[src/rtl/tg_pkg.sv]
package tg_pkg;
  localparam int NUM_EVT      = 9;
  localparam int EVT_TIME_OVF = 6;

  typedef enum logic [2:0] {
    CMD_SET_EN   = 3'd0,
    CMD_CLR_STAT = 3'd1,
    CMD_SET_LOCK = 3'd2,
    CMD_CLR_FAIL = 3'd3,
    CMD_CLR_NV   = 3'd4,
    CMD_IRQ_CTRL = 3'd5
  } tg_cmd_e;
endpackage

[src/rtl/tg_time_ctr.sv]
module tg_time_ctr #(
  parameter int TW = 16
) (
  input  logic          clk,
  input  logic          rst_n,
  input  logic          tick_i,
  input  logic          run_i,
  output logic [TW-1:0] cnt_o,
  output logic          ovf_o
);
  logic [TW-1:0] cnt_q;
  logic          step;

  assign step  = tick_i && run_i;
  assign ovf_o = step && (&cnt_q);
  assign cnt_o = cnt_q;

  always_ff @(posedge clk or negedge rst_n) begin
    if (!rst_n)    cnt_q <= '0;
    else if (step) cnt_q <= cnt_q + 1'b1;
  end

  // a stopped counter keeps its value
  p_frozen_when_failed_r5: assert property (@(posedge clk) disable iff (!rst_n)
    !run_i |=> $stable(cnt_q));
endmodule

[src/rtl/tg_evt_latch.sv]
module tg_evt_latch #(
  parameter int N = 9
) (
  input  logic         clk,
  input  logic         rst_n,
  input  logic [N-1:0] evt_i,
  input  logic         nv_i,
  input  logic         set_en_i,
  input  logic         clr_stat_i,
  input  logic [N-1:0] data_i,
  output logic [N-1:0] hit_o,
  output logic [N-1:0] status_o
);
  logic [N-1:0] en_q;
  logic [N-1:0] status_q;

  always_ff @(posedge clk or negedge rst_n) begin
    if (!rst_n)                  en_q <= '0;
    else if (set_en_i && nv_i)   en_q <= data_i;
  end

  for (genvar i = 0; i < N; i++) begin : g_bit
    assign hit_o[i] = evt_i[i] & en_q[i];
    always_ff @(posedge clk or negedge rst_n) begin
      if (!rst_n)                             status_q[i] <= 1'b0;
      else if (hit_o[i])                      status_q[i] <= 1'b1;
      else if (clr_stat_i && nv_i && data_i[i]) status_q[i] <= 1'b0;
    end
  end

  assign status_o = status_q;

  // every enabled event lands in its status bit
  p_hit_recorded_r2: assert property (@(posedge clk) disable iff (!rst_n)
    (|hit_o) |=> ((status_q & $past(hit_o)) == $past(hit_o)));
  // no status bit drops while the unit is valid
  p_sticky_when_valid_r3: assert property (@(posedge clk) disable iff (!rst_n)
    !nv_i |=> ((status_q & $past(status_q)) == $past(status_q)));
endmodule

[src/rtl/tg_state_fsm.sv]
module tg_state_fsm (
  input  logic clk,
  input  logic rst_n,
  input  logic hit_any_i,
  input  logic status_zero_i,
  input  logic por_i,
  input  logic lock_set_i,
  input  logic clr_fail_i,
  input  logic clr_nv_i,
  input  logic irq_wr_i,
  input  logic irq_en_d_i,
  input  logic irq_ack_i,
  output logic nv_o,
  output logic fail_o,
  output logic lock_o,
  output logic irq_o
);
  logic nv_q, fail_q, lock_q, irq_en_q, irq_q;
  logic clr_fail_ok, clr_nv_ok, reopen;

  assign clr_fail_ok = clr_fail_i && nv_q && !lock_q && status_zero_i && !hit_any_i;
  assign clr_nv_ok   = clr_nv_i && !fail_q && !hit_any_i;
  assign reopen      = por_i && fail_q && !lock_q;

  always_ff @(posedge clk or negedge rst_n) begin
    if (!rst_n) begin
      nv_q     <= 1'b1;
      fail_q   <= 1'b0;
      lock_q   <= 1'b0;
      irq_en_q <= 1'b0;
      irq_q    <= 1'b0;
    end else begin
      lock_q <= lock_q | lock_set_i;
      if (hit_any_i)        fail_q <= 1'b1;
      else if (clr_fail_ok) fail_q <= 1'b0;
      if (reopen)           nv_q <= 1'b1;
      else if (clr_nv_ok)   nv_q <= 1'b0;
      if (irq_wr_i)         irq_en_q <= irq_en_d_i;
      if (hit_any_i && !fail_q && irq_en_q) irq_q <= 1'b1;
      else if (irq_wr_i && irq_ack_i)       irq_q <= 1'b0;
    end
  end

  assign nv_o   = nv_q;
  assign fail_o = fail_q;
  assign lock_o = lock_q;
  assign irq_o  = irq_q;

  // lock never falls outside battery reset
  p_lock_sticky_r10: assert property (@(posedge clk) disable iff (!rst_n)
    lock_q |=> lock_q);
  // failure only clears from non-valid with lock clear
  p_fail_clear_path_r8: assert property (@(posedge clk) disable iff (!rst_n)
    $fell(fail_q) |-> ($past(nv_q) && !$past(lock_q)));
  // non-valid only clears once failure is gone
  p_nv_clear_order_r9: assert property (@(posedge clk) disable iff (!rst_n)
    $fell(nv_q) |-> !$past(fail_q));
  // interrupt rises only together with failure entry
  p_irq_on_entry_r11: assert property (@(posedge clk) disable iff (!rst_n)
    $rose(irq_q) |-> $rose(fail_q));
  // a locked unit ignores the system reset
  p_locked_por_r7: assert property (@(posedge clk) disable iff (!rst_n)
    (lock_q && !nv_q) |=> !nv_q);
endmodule

[src/rtl/tamper_guard.sv]
module tamper_guard #(
  parameter int N_EVT = tg_pkg::NUM_EVT,
  parameter int TW    = 16
) (
  input  logic             clk,
  input  logic             rst_n,
  input  logic             sys_por_i,
  input  logic             tick_i,
  input  logic [N_EVT-1:0] evt_i,
  input  logic             wr_en_i,
  input  logic [2:0]       wr_sel_i,
  input  logic [N_EVT-1:0] wr_data_i,
  output logic             nonvalid_o,
  output logic             failure_o,
  output logic             locked_o,
  output logic             irq_o,
  output logic [N_EVT-1:0] status_o,
  output logic [TW-1:0]    time_o
);
  import tg_pkg::*;

  localparam int OVF_BIT = EVT_TIME_OVF;

  tg_cmd_e          cmd;
  logic             do_en, do_stat, do_lock, do_fail, do_nv, do_irq;
  logic             ovf;
  logic [N_EVT-1:0] evt_all, hit, status;
  logic             nv, fail;

  assign cmd     = tg_cmd_e'(wr_sel_i);
  assign do_en   = wr_en_i && (cmd == CMD_SET_EN);
  assign do_stat = wr_en_i && (cmd == CMD_CLR_STAT);
  assign do_lock = wr_en_i && (cmd == CMD_SET_LOCK) && wr_data_i[0];
  assign do_fail = wr_en_i && (cmd == CMD_CLR_FAIL);
  assign do_nv   = wr_en_i && (cmd == CMD_CLR_NV);
  assign do_irq  = wr_en_i && (cmd == CMD_IRQ_CTRL);

  always_comb begin
    evt_all          = evt_i;
    evt_all[OVF_BIT] = evt_i[OVF_BIT] | ovf;
  end

  tg_time_ctr #(.TW(TW)) u_time (
    .clk(clk), .rst_n(rst_n), .tick_i(tick_i), .run_i(!fail),
    .cnt_o(time_o), .ovf_o(ovf)
  );

  tg_evt_latch #(.N(N_EVT)) u_latch (
    .clk(clk), .rst_n(rst_n), .evt_i(evt_all), .nv_i(nv),
    .set_en_i(do_en), .clr_stat_i(do_stat), .data_i(wr_data_i),
    .hit_o(hit), .status_o(status)
  );

  tg_state_fsm u_fsm (
    .clk(clk), .rst_n(rst_n), .hit_any_i(|hit), .status_zero_i(status == '0),
    .por_i(sys_por_i), .lock_set_i(do_lock), .clr_fail_i(do_fail),
    .clr_nv_i(do_nv), .irq_wr_i(do_irq), .irq_en_d_i(wr_data_i[0]),
    .irq_ack_i(wr_data_i[1]), .nv_o(nv), .fail_o(fail), .lock_o(locked_o),
    .irq_o(irq_o)
  );

  assign nonvalid_o = nv;
  assign failure_o  = fail;
  assign status_o   = status;

  // an enabled event always ends in failure
  p_fail_on_event_r2: assert property (@(posedge clk) disable iff (!rst_n)
    (|hit) |=> fail);
  // the overflow step returns the counter to zero
  p_wrap_zero_r6: assert property (@(posedge clk) disable iff (!rst_n)
    ovf |=> (time_o == '0));
endmodule

[config.mk]
export PLATFORM = sky130hd
export DESIGN_NAME = tamper_guard
export DESIGN_NICKNAME = d
export VERILOG_FILES = /design/src/rtl/tg_pkg.sv /design/src/rtl/tg_time_ctr.sv /design/src/rtl/tg_evt_latch.sv /design/src/rtl/tg_state_fsm.sv /design/src/rtl/tamper_guard.sv
export SDC_FILE = /design/constraint.sdc
export NUM_CORES = 1
export LEC_CHECK = 0
export BUFFER_PORTS_ARGS = -buffer_cell sky130_fd_sc_hd__buf_2
export CORE_UTILIZATION = 46
export DETAILED_ROUTE_END_ITERATION = 12
export PLACE_DENSITY = 0.82
export SKIP_LAST_GASP = 1
export SLEW_MARGIN = 20
export SYNTH_ARGS = -nofsm -noshare
export SYNTH_HDL_FRONTEND = slang
export SYNTH_HIERARCHICAL = 1
export SYNTH_SLANG_ARGS = --single-unit
[constraint.sdc]
create_clock -name clk -period 1.9 [get_ports clk]
set_input_delay 0.475 -clock clk [delete_from_list [all_inputs] [get_ports clk]]
set_output_delay 0.475 -clock clk [all_outputs]
set_load 0.05 [all_outputs]
==> results.cfg, run 1 <==
[critical_path]
cp.arrival_ns = 2.05
worst_setup_path_start_kind = register
end_kind = register
r2r-end = u_fsm/fail_o
crit_fanout = 3
regToRegStartpoint = u_time/cnt_o[0]
reg2regPathDepth = 10
rrSetupSlack_ns = 0.03
crit_type = register to register
crit_required_ns = 2.08

[timing]
slew_headroom = 0.665
finalSetupViolCount = 0
timing.final.crit_share = 0.983
tightest_slew_ns = 0.502
holdWs_ns = 0.151
fin_skew_ns = 0.00321
rsz0062_at_grt = true
tns_ns = 0
finalCriticalPeriod_ns = 1.87
drv_slew = 0
clock.fmax_ghz = 0.535
hold_viol = 0

[detailed_routing]
drc = 0
dr.first_iter.drc_count = 94
vias = 1389
vias_per_cell = 5.05
wl_um = 3690
dr.pass1.iters = 4
ant_nets = 0
wire_per_inst_um = 13.4

[yosys]
syn_avg_cell_area_um2 = 11.8
ys_types = 33
async_flop_share = 1.00
yosys-top-cells-count = 38 x dfrtp_1, 20 x nand3_1, 12 x xnor2_1
yosysMostFrequentCell = dfrtp_1
yosysWarnings = 6
synth-seq-area-share = 0.539
syn_area_um2 = 1810
yosysTopAreaCell = dfrtp_1
ys.flop_type = dfrtp_1
synthTopCellsByArea = dfrtp_1 52%, mux2_4 7.5%, xnor2_1 5.8%, nand3_1 5.5%, a21o_1 4.1%
synth_top_area_share = 0.525
synth-edff-count = 0
synth-seq-cells = 39
syn_nets = 181
post_synth_inst_count = 154

[flow_run]
cap_violations = 0

[grt]
grt_max_degree = 24
antenna_found_initial = 0
grtUsageTotal = 0.196
grt_pass1_wl_um = 6130
grt_overflow_total = 0
grt_pass1_vias = 1322

[power]
vdd_drop_max_uv = 867
power_density_nw_per_um2 = 942
p_leak_nw = 1.32

[die]
die-area_um2 = 4190
core_area_um2 = 3720
initial_utilization = 0.488
dieWidth_um = 64.8
num_rows = 22
top_level_ports = 55
die_height_um = 64.8

[finish]
layout-drive-gt1-share = 0.480
nFillCells = 303
nets = 253
seq_area_um2 = 987
diodes = 0
area_growth_pct = 31.5
multi_input_area_um2 = 852

[cts]
cts.sinks = 39
cts-root-buf = clkbuf_8
clk_latency_ns = 0.29
clk_path_buf_depth = 2
cts_tree = done
clkTransAtPathRegs_ns = 0.07
numCtsBuffers = 5
htreeDepth = 2

[place]
hpwl_um = 2760
portBuffers = 54
gp_congestion = 0.754

[worst_hold_path]
hp-class = primary input to asynchronous set/reset pin

[run_status]
outcome = completed
==> kinds of logic after synthesis <==
logic type / Yosys count / share of synthesized area
AOI/OAI and AO/OA: 13 / 0.0497
xor gates and xnor gates: 15 / 0.0725
adders and majority gates: 1 / 0.00690
buffers and inverters: 6 / 0.0173
DFF: 39 / 0.539
muxes: 11 / 0.0870
and+or+nand+nor: 69 / 0.227
==> critical path: stages, from the launching register on <==
cell     delay, ns
dfrtp_2       0.43
ha_4          0.17
nand4_1       0.15
nor3_4        0.05
and3_1        0.15
or2_1         0.20
and2_4        0.15
nor2_4        0.08
nand3_2       0.09
buf_4         0.16
a21o_1        0.14
==> sequential cells by signal, indices dropped and copies added, names as in the netlist <==
| register | cells |
|---|---|
| u_fsm/nv_o | 1 |
| u_time/cnt_o | 16 |
| u_latch/status_o | 9 |
| u_fsm/fail_o | 1 |
| u_fsm/irq_o | 1 |
| u_fsm/lock_o | 1 |
| u_latch/en_q | 9 |
| u_fsm/irq_en_q | 1 |
==> repair_timing <==
action | 4_1_cts | 5_1_grt
endpoints found under the setup margin | 1 | 3
setup buffers | 2 | 0
pin swaps | 3 | 4
hold buffers | 0 | 0
resized for setup | 5 | 1
==> placed cells by master (no fill, tap or decap), types with 2 or more instances in the layout <==
master and n:
inv_1 4, nand3_1 19, a21o_1 10, and3_4 2
nand2b_1 2, dfrtp_1 30, nand4_1 4, nor3_1 3
clkbuf_8 7, buf_2 54, buf_4 13, nand2_1 7
mux2_4 9, xnor2_1 12, nor2_1 6, and2_1 9
mux2_2 2, xor2_1 3, dfrtp_2 8
==> area by class of cell <==
class | instances | share of cell area
flip-flops and latches | 39 | 0.414
multi-input cells | 109 | 0.358
repair buffers | 67 | 0.154
clock buffers | 8 | 0.0420
well taps | 48 | 0.0252
inverters | 4 | 0.00630
==> through the flow <==
step	setup WS, ns	cell area, µm²	utilization	std cells	power (W)
6_report	0.0319	2380	0.641	275	0.00224
3_3_place_gp	0.0123	2240	0.603	265	0.00164
4_1_cts	0.00450	2380	0.640	275	0.00227
5_1_grt	-0.0525	2380	0.641	275	0.00237
2_1_floorplan	-0.0553	1840	-	154	0.00143
3_5_place_dp	-0.0179	2240	0.603	265	0.00166
==> power breakdown <==
part	switching, W	total, W	internal (W)
sequential	0.0000953	0.00101	0.000917
combinational	0.000420	0.000629	0.000209
clock	0.000272	0.000603	0.000331
==> per-layer routing <==
layer  share of wire  vias up  global-route usage
li1                -      680                   -
met1            0.46      656               0.261
met2            0.46       48               0.309
met3           0.068        5              0.0563
met4           0.012        0              0.0583
met5               0        -                   0
==> worst max-delay path by stage <==
stage / slack [ns] / startpoint / endpoint
floorplan: -0.06 / u_time/cnt_o[0] / u_fsm/nv_o
global placement: 0.01 / tick_i / u_fsm/nv_o
detailed placement: -0.02 / tick_i / u_fsm/nv_o
CTS: 0.005 / u_time/cnt_o[1] / u_fsm/nv_o
global route: -0.05 / u_time/cnt_o[0] / u_fsm/nv_o
finish: 0.03 / u_time/cnt_o[0] / u_fsm/fail_o
Power figures use the tool's default switching activity.
==> run 2: changes to the inputs <==
CTS_CLUSTER_DIAMETER = 40   (was default)
PLACE_DENSITY = default   (was 0.82)
PLACE_DENSITY_LB_ADDON = 0.25   (was default)
==> run 2 against run 1 <==
  * Wire length is 7.8% higher
  * Utilization is 0.40 points higher
  * Clock-buffer cell count is 1 lower
  * Non-clock buffer count is 2 higher
  * First-iteration DRC count is 21% lower
  * Sequential power hardly changed
  * Largest power group unchanged
  * Highest routed layer unchanged
==> results.cfg, run 2 (same netlist as run 1, synthesis figures left out) <==
[critical_path]
r2r-end = u_fsm/nv_o
worst_setup_path_start_kind = register
crit_chain = ha_4 > nand4_1 > nor3_4 > and3_1 > or2_1 > and2_4 > nor2_4 > nand3_2 > nand2b_4 > a21oi_2 > nor2_1
crit_fanout = 2
regToRegStartpoint = u_time/cnt_o[1]
crit_type = register to register
rrSetupSlack_ns = 0.02
cp.arrival_ns = 2.09
reg2regPathDepth = 11
slowest_delay_ns = 0.43
crit_required_ns = 2.11
cp_slowest_cell = dfrtp_2
end_kind = register

[finish]
final_cells = 277
largest_reg_flops = 16
diodes = 0
area_growth_pct = 32.3
final_core_util = 0.645
layout-drive-gt1-share = 0.485
nets = 255
final_cell_mix = 54 x buf_2, 30 x dfrtp_1, 19 x nand3_1
final_common_cell = buf_2

[flow_run]
cap_violations = 0

[die]
num_rows = 22
die_height_um = 64.8
core_area_um2 = 3720
top_level_ports = 55
dieWidth_um = 64.8
initial_utilization = 0.488
die-area_um2 = 4190

[detailed_routing]
dr.pass1.iters = 4
vias_per_cell = 5.12
drc = 0
vias = 1417
wire_per_inst_um = 14.3
wl_um = 3970
dr.first_iter.drc_count = 74
ant_nets = 0

[place]
hpwl_um = 3010
preCtsSetupSlack_ns = -0.0602
placed_cells = 265
portBuffers = 54
gp_congestion = 0.794

[grt]
antenna_found_initial = 0
grtUsageTotal = 0.211
grt_pass1_wl_um = 6640
grt_busiest_layer = met2
grt_overflow_total = 0
grt_max_degree = 22
grt_pass1_vias = 1442
met2_usage = 0.362
grtUsageMet1 = 0.263
globalRouteMet3Util = 0.0528

[timing]
finalSetupViolCount = 0
drv_slew = 0
tns_ns = 0
rsz0062_at_grt = true
fin_skew_ns = 0.00658
hold_viol = 0
setup_ws_ns = 0.0192
finalCriticalPeriod_ns = 1.88
tightest_slew_ns = 0.498
holdWs_ns = 0.147
timing.final.crit_share = 0.990
clock.fmax_ghz = 0.532
slew_headroom = 0.668

[cts]
cts_tree = done
clk_latency_ns = 0.29
htreeDepth = 2
clk_path_buf_depth = 2
cts_hold_buf = 0
cts-root-buf = clkbuf_8
clkTransAtPathRegs_ns = 0.07
cts.sinks = 39
numCtsBuffers = 5

[power]
vdd_drop_max_uv = 903
power_density_nw_per_um2 = 919
p_leak_nw = 1.33

[worst_hold_path]
hp-class = primary input to asynchronous set/reset pin

[run_status]
outcome = completed
-- run 2: cell count changes in the layout (fill, tap and decap cells not counted), sizes merged --
cell and change:
buf +2, clkbuf -1, clkinv +1
-- run 2: per-layer routing --
metal / share of wire / vias up
met5: 0 / -
met4: 0.012 / 0
met3: 0.049 / 5
met2: 0.50 / 46
met1: 0.44 / 688
li1: - / 678
-- run 2: metrics by stage --
stage	instance area, µm²	power [W]
6_report	2400	0.00220
5_1_grt	2400	0.00233
4_1_cts	2350	0.00221
3_5_place_dp	2250	0.00167
3_3_place_gp	2250	0.00164
2_1_floorplan	1840	0.00143
-- run 2: layout make-up --
cell class	count	area (µm²)
multi-input combinational	109	855
tap	48	60.1
fill	327	1320
clock buffer	7	76.3
inverter	4	15.0
timing repair buffer	69	399
sequential	39	987
clock inverter	1	5.00
-- run 2: report_power, final --
part           internal [W]  switching, W
clock network      0.000257      0.000265
logic              0.000239      0.000431
registers          0.000917     0.0000946
-- run 2: worst max-delay path, delay by kind of cell, from the launching register on --
family / cells / cell delay (ns)
fa+ha+maj: 1 / 0.16
simple gates: 9 / 1.11
flops: 1 / 0.43
compound gates: 1 / 0.12
-- run 2: worst max path at each step --
stage,start,end,slack [ns],depth (start not counted)
floorplan,u_time/cnt_o[0],u_fsm/nv_o,-0.06,11
global placement,tick_i,u_fsm/nv_o,0.01,11
detailed placement,tick_i,u_fsm/nv_o,-0.06,11
CTS,u_time/cnt_o[0],u_fsm/nv_o,-0.01,11
global route,u_time/cnt_o[1],u_fsm/nv_o,-0.09,11
finish,u_time/cnt_o[1],u_fsm/nv_o,0.02,11
-- run 2: timing repair --
| item | in CTS | in global routing |
|---|---|---|
| pin swaps | 4 | 2 |
| hold endpoints to repair | 0 | 0 |
| setup buffers | 2 | 2 |
| gates cloned | 0 | 0 |
| gates resized for setup | 1 | 8 |
| setup endpoints to repair | 1 | 3 |
==> run 3: changes to the inputs <==
==> constraint.sdc (replaced) <==
create_clock -name clk -period 1.9 [get_ports clk]
set_input_delay 0.38 -clock clk [delete_from_list [all_inputs] [get_ports clk]]
set_output_delay 0.38 -clock clk [all_outputs]
set_load 0.05 [all_outputs]
==> run 3 against run 2 <==
  * Wire length decreased by 2.7%
  * First-iteration DRC count is 30% lower
  * Sequential share of layout area is 0.59 points higher
  * Clock skew decreased by 0.0026 ns
  * Flip-flop and latch count is the same
  * Sequential power barely moved
  * Maximum frequency is 0.46% higher
  * Global-route usage is 0.056 points higher
  * Worst setup slack improved by 0.0087 ns
  * Utilization is 0.91 points lower
  * Clock-buffer cell count unchanged
  * Via count fell by 1.8%
  * Critical path type unchanged
  * Largest cell class unchanged
==> results.cfg, run 3 (same netlist as run 1, synthesis figures left out) <==
[run_status]
outcome = completed

[timing]
tightest_slew_ns = 0.724
holdWs_ns = 0.147
clock.fmax_ghz = 0.534
slew_headroom = 0.517
timing.final.crit_share = 0.985
drv_slew = 0
finalCriticalPeriod_ns = 1.87
hold_viol = 0
finalSetupViolCount = 0
rsz0062_at_grt = true
fin_skew_ns = 0.00395

[cts]
clkTransAtPathRegs_ns = 0.07
cts-root-buf = clkbuf_8
numCtsBuffers = 5
clk_path_buf_depth = 2
htreeDepth = 2
cts.sinks = 39
clk_latency_ns = 0.28
cts_tree = done

[critical_path]
crit_fanout = 3
cp.arrival_ns = 2.05
worst_setup_path_start_kind = register
end_kind = register
crit_required_ns = 2.08
crit_type = register to register

[flow_run]
cap_violations = 0

[power]
p_leak_nw = 1.31
vdd_drop_max_uv = 1090
power_density_nw_per_um2 = 920

[detailed_routing]
ant_nets = 0
wire_per_inst_um = 14.1
dr.pass1.iters = 4
drc = 0
dr.first_iter.drc_count = 52
vias = 1392
vias_per_cell = 5.06
wl_um = 3870

[finish]
final_core_util = 0.636
fin_area_um2 = 2360
final_cell_mix = 54 x buf_2, 30 x dfrtp_1, 19 x nand3_1
layout-drive-gt1-share = 0.476
nFillCells = 315
diodes = 0
final_common_cell = buf_2
largest_reg_flops = 16
area_growth_pct = 30.5
nets = 253

[place]
placed_cell_area_um2 = 2230
hpwl_um = 2900
portBuffers = 54
gp_congestion = 0.809

[worst_hold_path]
hp-class = primary input to asynchronous set/reset pin

[die]
die_height_um = 64.8
initial_utilization = 0.488
die-area_um2 = 4190
core_area_um2 = 3720
top_level_ports = 55
num_rows = 22
dieWidth_um = 64.8

[grt]
grt_overflow_total = 0
grt_pass1_wl_um = 6600
grtUsageTotal = 0.212
grt_pass1_vias = 1464
antenna_found_initial = 0
grt_max_degree = 35
## run 3: path summary, 6_finish.rpt
kind | start | cells after the start | slack, ns | endpoint
max | u_time/cnt_o[0] | 10 | 0.03 | u_fsm/fail_o
max reg2reg | u_time/cnt_o[0] | 10 | 0.03 | u_fsm/fail_o
min | rst_n | 1 | 0.15 | u_latch/status_o[3]
max in group asynchronous | rst_n | 2 | 1.18 | u_latch/en_q[5]
min in group clk | wr_data_i[2] | 2 | 0.35 | u_latch/en_q[2]
min reg2reg | u_latch/status_o[3] | 1 | 0.49 | u_latch/status_o[3]
## run 3: metal layers
| layer | wire length [µm] | track usage |
|---|---|---|
| met4 | 52 | 0.0944 |
| met5 | 0 | 0 |
| met2 | 1870 | 0.340 |
| met1 | 1770 | 0.271 |
| met3 | 169 | 0.0511 |
## run 3: report_power, final
group          total (W)  internal, W  switching (W)
Sequential       0.00101     0.000917      0.0000958
Combinational   0.000639     0.000219       0.000420
Clock           0.000522     0.000257       0.000265
Total            0.00217      0.00139       0.000780
## run 3: repair_timing
action	CTS	global route
buffers inserted	3	0
endpoints found under the setup margin	1	3
gates resized for setup	1	5
hold buffers	0	0
pin swaps	3	1
## run 3: final cells by class
cell class / count / area [µm²] / share of cell area
clock buffers: 7 / 76.3 / 0.0323
clock inverters: 1 / 5.00 / 0.00212
inverters: 4 / 15.0 / 0.00635
multi-input cells: 109 / 852 / 0.361
flip-flops and latches: 39 / 987 / 0.418
well taps: 48 / 60.1 / 0.0254
repair buffers: 67 / 368 / 0.156
## run 3: critical path, stage by stage (launching register included)
cell,delay [ns]
dfrtp_2,0.43
ha_4,0.16
nand4_1,0.16
nor3_4,0.05
and3_1,0.15
or2_1,0.20
and2_4,0.15
nor2_4,0.08
nand3_2,0.09
buf_4,0.16
a21o_1,0.14
## run 3: stage by stage
stage	std cells	power (W)	setup WS (ns)	TNS [ns]
detailed placement	264	0.00166	-0.0220	-0.0220
CTS	275	0.00219	-0.0270	-0.0321
finish	275	0.00217	0.0278	0
global route	275	0.00230	-0.105	-0.293
floorplan	154	0.00143	-0.0553	-0.0553
global placement	264	0.00163	0.0362	0
